--- src/rtl/nfc_pkg.sv ---
package nfc_pkg;

  localparam int LANE_W = 8;

  localparam logic [7:0] C_RST0    = 8'h00;
  localparam logic [7:0] C_PROG_A  = 8'h10;
  localparam logic [7:0] C_ERASE   = 8'h20;
  localparam logic [7:0] C_PROG_B  = 8'h40;
  localparam logic [7:0] C_CLRST   = 8'h50;
  localparam logic [7:0] C_LOCK    = 8'h60;
  localparam logic [7:0] C_RDST    = 8'h70;
  localparam logic [7:0] C_RDID    = 8'h90;
  localparam logic [7:0] C_QUERY   = 8'h98;
  localparam logic [7:0] C_BUFWR   = 8'hE8;
  localparam logic [7:0] C_EXIT_A  = 8'hF0;
  localparam logic [7:0] C_READARR = 8'hFF;
  localparam logic [7:0] C_CONFIRM = 8'hD0;
  localparam logic [7:0] C_LOCKALT = 8'h01;

  localparam int ST_READY    = 7;
  localparam int ST_ERASE_ER = 5;
  localparam int ST_PROG_ER  = 4;

  typedef enum logic [1:0] {
    PH_IDLE    = 2'd0,
    PH_ARG     = 2'd1,
    PH_DATA    = 2'd2,
    PH_CONFIRM = 2'd3
  } phase_t;

  typedef enum logic [1:0] {
    RD_ARRAY  = 2'd0,
    RD_STATUS = 2'd1,
    RD_IDENT  = 2'd2,
    RD_QUERY  = 2'd3
  } rdsrc_t;

  function automatic rdsrc_t src_of(input logic [7:0] c);
    case (c)
      C_PROG_A, C_ERASE, C_PROG_B, C_CLRST,
      C_LOCK, C_RDST, C_BUFWR: return RD_STATUS;
      C_RDID:                  return RD_IDENT;
      C_QUERY:                 return RD_QUERY;
      default:                 return RD_ARRAY;
    endcase
  endfunction

endpackage

--- src/rtl/nfc_ctrl.sv ---
module nfc_ctrl
  import nfc_pkg::*;
(
  input  logic       clk,
  input  logic       rst,
  input  logic       wr_en,
  input  logic [7:0] op,
  input  logic       ro_mode,
  output logic       mem_we,
  output logic       erase_en,
  output logic [7:0] cmd_q,
  output phase_t     phase_q,
  output logic [7:0] cnt_q,
  output logic [7:0] status_q,
  output logic       seq_err
);

  logic [7:0] cmd_d, cnt_d, st_d;
  phase_t     ph_d;
  logic       rej, back, prog, ers;

  always_comb begin
    cmd_d = cmd_q;
    ph_d  = phase_q;
    cnt_d = cnt_q;
    st_d  = status_q;
    rej   = 1'b0;
    back  = 1'b0;
    prog  = 1'b0;
    ers   = 1'b0;
    if (wr_en) begin
      case (phase_q)
        PH_IDLE: begin
          case (op)
            C_RST0, C_EXIT_A, C_READARR: back = 1'b1;
            C_PROG_A, C_PROG_B: begin
              cmd_d = op;
              ph_d  = PH_ARG;
            end
            C_ERASE: begin
              ers = 1'b1;
              if (ro_mode) st_d[ST_ERASE_ER] = 1'b1;
              st_d[ST_READY] = 1'b1;
              cmd_d = op;
              ph_d  = PH_ARG;
            end
            C_CLRST: begin
              st_d = '0;
              back = 1'b1;
            end
            C_LOCK, C_QUERY: begin
              cmd_d = op;
              ph_d  = PH_ARG;
            end
            C_RDST, C_RDID: cmd_d = op;
            C_BUFWR: begin
              st_d[ST_READY] = 1'b1;
              cmd_d = op;
              ph_d  = PH_ARG;
            end
            default: rej = 1'b1;
          endcase
        end
        PH_ARG: begin
          case (cmd_q)
            C_PROG_A, C_PROG_B: begin
              prog = 1'b1;
              if (ro_mode) st_d[ST_PROG_ER] = 1'b1;
              st_d[ST_READY] = 1'b1;
              ph_d = PH_IDLE;
            end
            C_ERASE: begin
              if (op == C_CONFIRM) begin
                ph_d = PH_IDLE;
                st_d[ST_READY] = 1'b1;
              end else if (op == C_READARR) begin
                back = 1'b1;
              end else begin
                rej = 1'b1;
              end
            end
            C_BUFWR: begin
              cnt_d = op;
              ph_d  = PH_DATA;
            end
            C_LOCK: begin
              if (op == C_CONFIRM || op == C_LOCKALT) begin
                ph_d = PH_IDLE;
                st_d[ST_READY] = 1'b1;
              end else begin
                back = 1'b1;
              end
            end
            C_QUERY: begin
              if (op == C_READARR) back = 1'b1;
            end
            default: rej = 1'b1;
          endcase
        end
        PH_DATA: begin
          if (cmd_q == C_BUFWR) begin
            prog = 1'b1;
            if (ro_mode) st_d[ST_PROG_ER] = 1'b1;
            st_d[ST_READY] = 1'b1;
            if (cnt_q == 8'd0) ph_d = PH_CONFIRM;
            cnt_d = cnt_q - 8'd1;
          end else begin
            rej = 1'b1;
          end
        end
        PH_CONFIRM: begin
          if (cmd_q == C_BUFWR) begin
            if (op == C_CONFIRM) begin
              ph_d = PH_IDLE;
              st_d[ST_READY] = 1'b1;
            end else begin
              back = 1'b1;
            end
          end else begin
            rej = 1'b1;
          end
        end
        default: rej = 1'b1;
      endcase
      if (rej || back) begin
        cmd_d = C_RST0;
        ph_d  = PH_IDLE;
      end
    end
  end

  assign mem_we   = prog & ~ro_mode;
  assign erase_en = ers & ~ro_mode;

  always_ff @(posedge clk) begin
    if (rst) begin
      cmd_q    <= C_RST0;
      phase_q  <= PH_IDLE;
      cnt_q    <= '0;
      status_q <= '0;
      seq_err  <= 1'b0;
    end else begin
      cmd_q    <= cmd_d;
      phase_q  <= ph_d;
      cnt_q    <= cnt_d;
      status_q <= st_d;
      seq_err  <= rej;
    end
  end

endmodule

--- src/rtl/nfc_array.sv ---
module nfc_array #(
  parameter  int WORDS     = 64,
  parameter  int LANES     = 2,
  parameter  int BLK_WORDS = 16,
  localparam int AW        = $clog2(WORDS),
  localparam int BW        = $clog2(BLK_WORDS),
  localparam int DW        = LANES * 8
) (
  input  logic             clk,
  input  logic             rst,
  input  logic             we,
  input  logic [AW-1:0]    addr,
  input  logic [DW-1:0]    wdata,
  input  logic [LANES-1:0] wbe,
  input  logic             erase,
  output logic [DW-1:0]    rword
);

  logic [AW-BW-1:0] blk_sel;
  assign blk_sel = addr[AW-1:BW];

  for (genvar l = 0; l < LANES; l++) begin : g_lane
    logic [7:0] lane_mem [WORDS];

    always_ff @(posedge clk) begin
      if (rst) begin
        for (int w = 0; w < WORDS; w++) lane_mem[w] <= 8'hFF;
      end else begin
        for (int w = 0; w < WORDS; w++) begin
          if (erase && ((w / BLK_WORDS) == int'(blk_sel))) lane_mem[w] <= 8'hFF;
        end
        if (we && wbe[l]) lane_mem[addr] <= wdata[l*8 +: 8];
      end
    end

    assign rword[l*8 +: 8] = lane_mem[addr];
  end

endmodule

--- src/rtl/nfc_rdmux.sv ---
module nfc_rdmux
  import nfc_pkg::*;
#(
  parameter  int         WORDS     = 64,
  parameter  int         LANES     = 2,
  parameter  int         BLK_WORDS = 16,
  parameter  logic [7:0] MFR_CODE  = 8'h89,
  parameter  logic [7:0] DEV_CODE  = 8'h18,
  localparam int         AW        = $clog2(WORDS),
  localparam int         DW        = LANES * 8
) (
  input  logic          clk,
  input  logic          rst,
  input  logic          rd_en,
  input  logic [AW-1:0] addr,
  input  logic [7:0]    cmd,
  input  logic [7:0]    status,
  input  logic [DW-1:0] aword,
  output logic [DW-1:0] rd_data,
  output logic          rd_valid
);

  localparam logic [7:0]  SZ_LOG  = 8'($clog2(WORDS));
  localparam logic [15:0] NBLK_M1 = 16'(WORDS / BLK_WORDS - 1);
  localparam logic [23:0] BLK_B   = 24'(BLK_WORDS);

  function automatic logic [7:0] query_byte(input logic [7:0] i);
    case (i)
      8'h10:   return 8'h51;
      8'h11:   return 8'h52;
      8'h12:   return 8'h59;
      8'h13:   return 8'h01;
      8'h27:   return SZ_LOG;
      8'h2C:   return 8'h01;
      8'h2D:   return NBLK_M1[7:0];
      8'h2E:   return NBLK_M1[15:8];
      8'h2F:   return BLK_B[15:8];
      8'h30:   return BLK_B[23:16];
      default: return 8'h00;
    endcase
  endfunction

  logic [7:0]    idx;
  logic [7:0]    lane_byte;
  logic [DW-1:0] nxt;
  rdsrc_t        src;

  assign idx = 8'(addr);
  assign src = src_of(cmd);

  always_comb begin
    case (src)
      RD_STATUS: lane_byte = status;
      RD_IDENT:  lane_byte = (idx == 8'd0) ? MFR_CODE :
                             (idx == 8'd1) ? DEV_CODE : 8'h00;
      RD_QUERY:  lane_byte = query_byte(idx);
      default:   lane_byte = 8'h00;
    endcase
    nxt = (src == RD_ARRAY) ? aword : {LANES{lane_byte}};
  end

  always_ff @(posedge clk) begin
    if (rst) begin
      rd_data  <= '0;
      rd_valid <= 1'b0;
    end else begin
      rd_valid <= rd_en;
      if (rd_en) rd_data <= nxt;
    end
  end

endmodule

--- src/rtl/nor_cmd_seq.sv ---
module nor_cmd_seq
  import nfc_pkg::*;
#(
  parameter  int         WORDS     = 64,
  parameter  int         LANES     = 2,
  parameter  int         BLK_WORDS = 16,
  parameter  logic [7:0] MFR_CODE  = 8'h89,
  parameter  logic [7:0] DEV_CODE  = 8'h18,
  localparam int         AW        = $clog2(WORDS),
  localparam int         DW        = LANES * 8
) (
  input  logic             clk,
  input  logic             rst,
  input  logic [AW-1:0]    bus_addr,
  input  logic             wr_en,
  input  logic [DW-1:0]    wr_data,
  input  logic [LANES-1:0] wr_be,
  input  logic             rd_en,
  output logic [DW-1:0]    rd_data,
  output logic             rd_valid,
  input  logic             ro_mode,
  output logic             seq_err
);

  logic [7:0]    cmd_q, cnt_q, status_q;
  phase_t        phase_q;
  logic          mem_we, erase_en;
  logic [DW-1:0] aword;

  nfc_ctrl u_ctrl (
    .clk      (clk),
    .rst      (rst),
    .wr_en    (wr_en),
    .op       (wr_data[7:0]),
    .ro_mode  (ro_mode),
    .mem_we   (mem_we),
    .erase_en (erase_en),
    .cmd_q    (cmd_q),
    .phase_q  (phase_q),
    .cnt_q    (cnt_q),
    .status_q (status_q),
    .seq_err  (seq_err)
  );

  nfc_array #(
    .WORDS     (WORDS),
    .LANES     (LANES),
    .BLK_WORDS (BLK_WORDS)
  ) u_array (
    .clk   (clk),
    .rst   (rst),
    .we    (mem_we),
    .addr  (bus_addr),
    .wdata (wr_data),
    .wbe   (wr_be),
    .erase (erase_en),
    .rword (aword)
  );

  nfc_rdmux #(
    .WORDS     (WORDS),
    .LANES     (LANES),
    .BLK_WORDS (BLK_WORDS),
    .MFR_CODE  (MFR_CODE),
    .DEV_CODE  (DEV_CODE)
  ) u_rdmux (
    .clk      (clk),
    .rst      (rst),
    .rd_en    (rd_en),
    .addr     (bus_addr),
    .cmd      (cmd_q),
    .status   (status_q),
    .aword    (aword),
    .rd_data  (rd_data),
    .rd_valid (rd_valid)
  );

endmodule

--- config.mk ---
export PLATFORM = sky130hd
export DESIGN_NAME = nor_cmd_seq
export DESIGN_NICKNAME = d
export VERILOG_FILES = /design/src/rtl/nfc_pkg.sv /design/src/rtl/nfc_ctrl.sv /design/src/rtl/nfc_array.sv /design/src/rtl/nfc_rdmux.sv /design/src/rtl/nor_cmd_seq.sv
export SDC_FILE = /design/constraint.sdc
export NUM_CORES = 2
export LEC_CHECK = 0
export ABC_AREA = 1
export BUFFER_PORTS_ARGS = -buffer_cell sky130_fd_sc_hd__buf_4
export CORE_MARGIN = 5
export CORE_UTILIZATION = 50
export CTS_BUF_LIST = sky130_fd_sc_hd__clkbuf_8 sky130_fd_sc_hd__clkbuf_16
export DETAILED_ROUTE_END_ITERATION = 10
export PLACE_DENSITY = 0.65
export SYNTH_ARGS = -nofsm -noshare
export SYNTH_HDL_FRONTEND = slang
export SYNTH_SLANG_ARGS = --single-unit
--- constraint.sdc ---
create_clock -name clk -period 3 [get_ports clk]
set_input_delay 0.3 -clock clk [delete_from_list [all_inputs] [get_ports clk]]
set_output_delay 0.3 -clock clk [all_outputs]
set_load 0.02 [all_outputs]
==> run_results.csv <==
group,metric,value,unit
route,wire_per_inst,22.82,um
floorplan,core,100300,sq um
sta,finalClockSkew,24.47,ps
sta,finalMaxSlewViolations,0,
placement,dp_worst_setup_slack,-83.52,ps
route,drt_first_iter_violations,5437,
sta,finalWorstSetupSlack,152.4,ps
logic_synthesis,syn-num-nets,5204,
setup_path,worst_setup_path_startpoint,"u_ctrl.cmd_q[5]",
layout,multi_input_comb_area,17010,sq um
setup_path,timing.critical_path.fanout_max,34,
sta,finalHoldViolations,0,
global_route,grt_pass1_vias,36810,
layout,layout.filler_cells,8674,
sta,setup_violations,0,
sta,whs,90.15,ps
layout,sequential_cell_area,31530,sq um
route,drc_errors,0,
setup_path,crit_path_frequent_cell,"sky130_fd_sc_hd__inv_2",
floorplan,floorplan.die.width,328.0,um
logic_synthesis,synth_edf_count,1024,
layout,finalNetCount,5264,
placement,dpl.hpwl,102700,um
logic_synthesis,ff_latch_count_synth,1063,
setup_path,largest_stage_delay_on_the_critical_path,670,ps
route,avgViaCountPerCell,5.728,
placement,gpl.final_weighted_congestion,0.9618,
floorplan,fp.dieArea,107600,sq um
clock_network,cts_htree_levels,3,
setup_path,endpoint_required_time_on_the_critical_path,3320,ps
layout,area_delta_synth_final,12.75,%
power,worst_ir_drop_on_vdd,0.4371,mV
logic_synthesis,dominant_synthesized_flop_cell,"sky130_fd_sc_hd__edfxtp_1",
placement,port-buffer-count,46,
sta,final_min_period_over_clock_period,0.9492,
floorplan,num_rows,116,
logic_synthesis,netlist-cell-type-count,41,
setup_path,critical_path.top_delay_family,"compound AO/OA/AOI/OAI gates",
global_route,grt.busiest_layer,"met2",
sta,fmaxAchievable,351.2,MHz
setup_path,criticalPathCategory,"reg2reg",
global_route,grt_use_met3,0.05962,
layout,diodes,0,
clock_network,cts_tree,"yes",
logic_synthesis,post_synth.cell_area_avg,9.782,sq um
global_route,global_route_wire_length_before_repair,225600,um
sta,slew_headroom,0.3604,
clock_network,clock-root-buffer,"sky130_fd_sc_hd__clkbuf_16",
clock_network,numCtsBuffers,110,
layout,fin_util,0.5683,
placement,placed_cells,6459,
sta,period_needed,2848,ps
setup_path,path_cells,"inv_2 -> nor2_2 -> nand3_2 -> nor2_4 -> inv_2 -> o22ai_1 -> nand4_1 -> inv_2 -> nand2_8 -> buf_12 -> o21ai_1",
layout,final_layout_size_suffix_gt1_frac,0.1164,
global_route,gr-usage-met1,0.3738,
global_route,antenna_found_initial,0,
setup_path,crit_slowest_cell,"sky130_fd_sc_hd__o21ai_1",
setup_path,regToRegStartpoint,"u_ctrl.cmd_q[5]",
logic_synthesis,netlist_area,50550,sq um
floorplan,initial_core_util,0.5041,
route,totalWireLength,152300,um
logic_synthesis,syn_inst,5168,
clock_network,source_to_sink_clock_delay_at_the_later_pin_of_the_worst_skew_pair,700,ps
setup_path,startpoint_type,"flop",
setup_path,cp-end-kind,"flop",
global_route,grt_util_all_layers,0.2777,
logic_synthesis,postSynth.asyncResetShare,0,
route,detail_route.first_pass.iterations,6,
flow_run,max_cap_viol_count,0,
power,total_leakage_power,19.02,nW
global_route,grt_overflow_total,0,
clock_network,clock_sinks,1063,
floorplan,floorplan.die.height,328.0,um
clock_network,path_clk_slew,60,ps
global_route,grt_use_met2,0.4427,
min_path,hold_wc_startpoint,"wr_data[14]",
min_path,holdCritPathClass,"in2reg",
floorplan,ioPinCount,47,
route,ant_nets,0,
global_route,grt_start_max_net_pins,97,
outcome,outcome,"completed",
route,vias,38250,
setup_path,cp.arrival,3170,ps
power,power.density_cell_area,566.9,nW/um^2
clock_network,cts.path.max_buffers,3,
logic_synthesis,total_of_warnings_raised_by_yosys,0,
logic_synthesis,part_of_the_yosys_area_used_for_sequential_elements,0.6237,
setup_path,path_buf_inv,4,
sta,max_slew.worst_pin.slew,959.3,ps
layout,instances_no_fill,6677,
## state kept, by name (all words and copies together), names as in the netlist
name,cells
u_rdmux.rd_valid,1
u_array.g_lane.lane_mem,1024
u_ctrl.phase_q,2
u_rdmux.rd_data,16
u_ctrl.seq_err,1
u_ctrl.cnt_q,8
u_ctrl.status_q,3
u_ctrl.cmd_q,8
## metal layers
layer  vias to the layer above  wire, um
met5                         -         0
met4                         0      6748
met3                       390     15450
met2                      2046     70810
met1                     18430     59330
li1                      17380         -
## through the flow
stage / total power [mW] / TNS, ps / cell area, sq um
final: 32.31 / 0 / 57000
after global routing: 33.22 / -0.8447 / 57000
after CTS: 32.34 / -2.516 / 56890
after detailed placement: 19.13 / -9764 / 53210
after global placement: 19.12 / -1492 / 53210
after floorplan: 18.01 / 0 / 50550
## cells in the final DEF (no fill, tap or decap), types with 7 or more instances in the layout
| cell | n |
|---|---|
| sky130_fd_sc_hd__dfxtp_1 | 39 |
| sky130_fd_sc_hd__buf_12 | 42 |
| sky130_fd_sc_hd__inv_1 | 135 |
| sky130_fd_sc_hd__buf_4 | 214 |
| sky130_fd_sc_hd__clkinv_2 | 20 |
| sky130_fd_sc_hd__nand4_1 | 28 |
| sky130_fd_sc_hd__o21ai_0 | 349 |
| sky130_fd_sc_hd__clkinv_1 | 28 |
| sky130_fd_sc_hd__nor2_4 | 22 |
| sky130_fd_sc_hd__o21ai_2 | 7 |
| sky130_fd_sc_hd__and2_1 | 13 |
| sky130_fd_sc_hd__inv_2 | 38 |
| sky130_fd_sc_hd__a21oi_1 | 60 |
| sky130_fd_sc_hd__nor2_1 | 619 |
| sky130_fd_sc_hd__nand3_1 | 224 |
| sky130_fd_sc_hd__clkbuf_16 | 115 |
| sky130_fd_sc_hd__bufinv_16 | 9 |
| sky130_fd_sc_hd__dlygate4sd3_1 | 14 |
| sky130_fd_sc_hd__nor2_2 | 17 |
| sky130_fd_sc_hd__o211ai_1 | 34 |
| sky130_fd_sc_hd__a22oi_1 | 16 |
| sky130_fd_sc_hd__edfxtp_1 | 1024 |
| sky130_fd_sc_hd__ha_1 | 7 |
| sky130_fd_sc_hd__nand2_1 | 1979 |
| sky130_fd_sc_hd__o21ai_1 | 102 |
| sky130_fd_sc_hd__nor2_8 | 100 |
| sky130_fd_sc_hd__nor3_1 | 11 |
## logic make-up after synthesis
group | synth area share
buf+inv | 0.04269
compound gates | 0.06173
xor+xnor | 0.0005198
flops | 0.6237
simple gates | 0.2696
fa+ha+maj | 0.001732
## final timing paths
kind                                        to  slack [ps]  cells after the start
min           u_array.g_lane[1].lane_mem[0][6]          90                      3
max          u_array.g_lane[1].lane_mem[40][2]         150                     11
max reg2reg  u_array.g_lane[1].lane_mem[40][2]         150                     11
min reg2reg                    u_ctrl.cmd_q[1]         470                      2
## power breakdown
| group | internal, mW | leakage [nW] | switching (mW) | total [mW] |
|---|---|---|---|---|
| combinational | 0.641 | 9.89 | 1.99 | 2.63 |
| clock | 7.68 | 1.83 | 5.73 | 13.4 |
| sequential | 16.2 | 7.29 | 0.0408 | 16.3 |
## worst register-to-register path, cell delays in order, from the launching register on
cell	delay, ps
sky130_fd_sc_hd__dfxtp_1	380
sky130_fd_sc_hd__inv_2	70
sky130_fd_sc_hd__nor2_2	110
sky130_fd_sc_hd__nand3_2	100
sky130_fd_sc_hd__nor2_4	160
sky130_fd_sc_hd__inv_2	80
sky130_fd_sc_hd__o22ai_1	160
sky130_fd_sc_hd__nand4_1	130
sky130_fd_sc_hd__inv_2	190
sky130_fd_sc_hd__nand2_8	150
sky130_fd_sc_hd__buf_12	220
sky130_fd_sc_hd__o21ai_1	740
## layout make-up
type,count,area share
multi-input combinational,3628,0.2985
clock buffer,117,0.05077
timing repair buffer,273,0.04656
inverter,152,0.01019
sequential,1063,0.5532
tap,1357,0.02979
clock inverter,87,0.01104
## timing repair
item | 4_1_cts | 5_1_grt
hold buffers | 14 | 0
endpoints found under the setup margin | 373 | 659
hold endpoints to repair | 41 | 0
buffers inserted | 0 | 0
pin swaps | 0 | 0
resized for setup | 51 | 68
gates cloned | 0 | 1
## Yosys cell counts, drive strengths merged, types with 28 or more instances
cell | n | share of area
o211ai | 34 | 0.0050
buf | 121 | 0.016
dfxtp | 39 | 0.015
nand4 | 28 | 0.0035
nor2 | 758 | 0.092
edfxtp | 1024 | 0.61
o21ai | 464 | 0.046
clkbuf | 204 | 0.015
nand3 | 226 | 0.023
nand2 | 1985 | 0.15
inv | 150 | 0.011
a21oi | 60 | 0.0059
No activity file was read; power rests on OpenSTA's default activity.
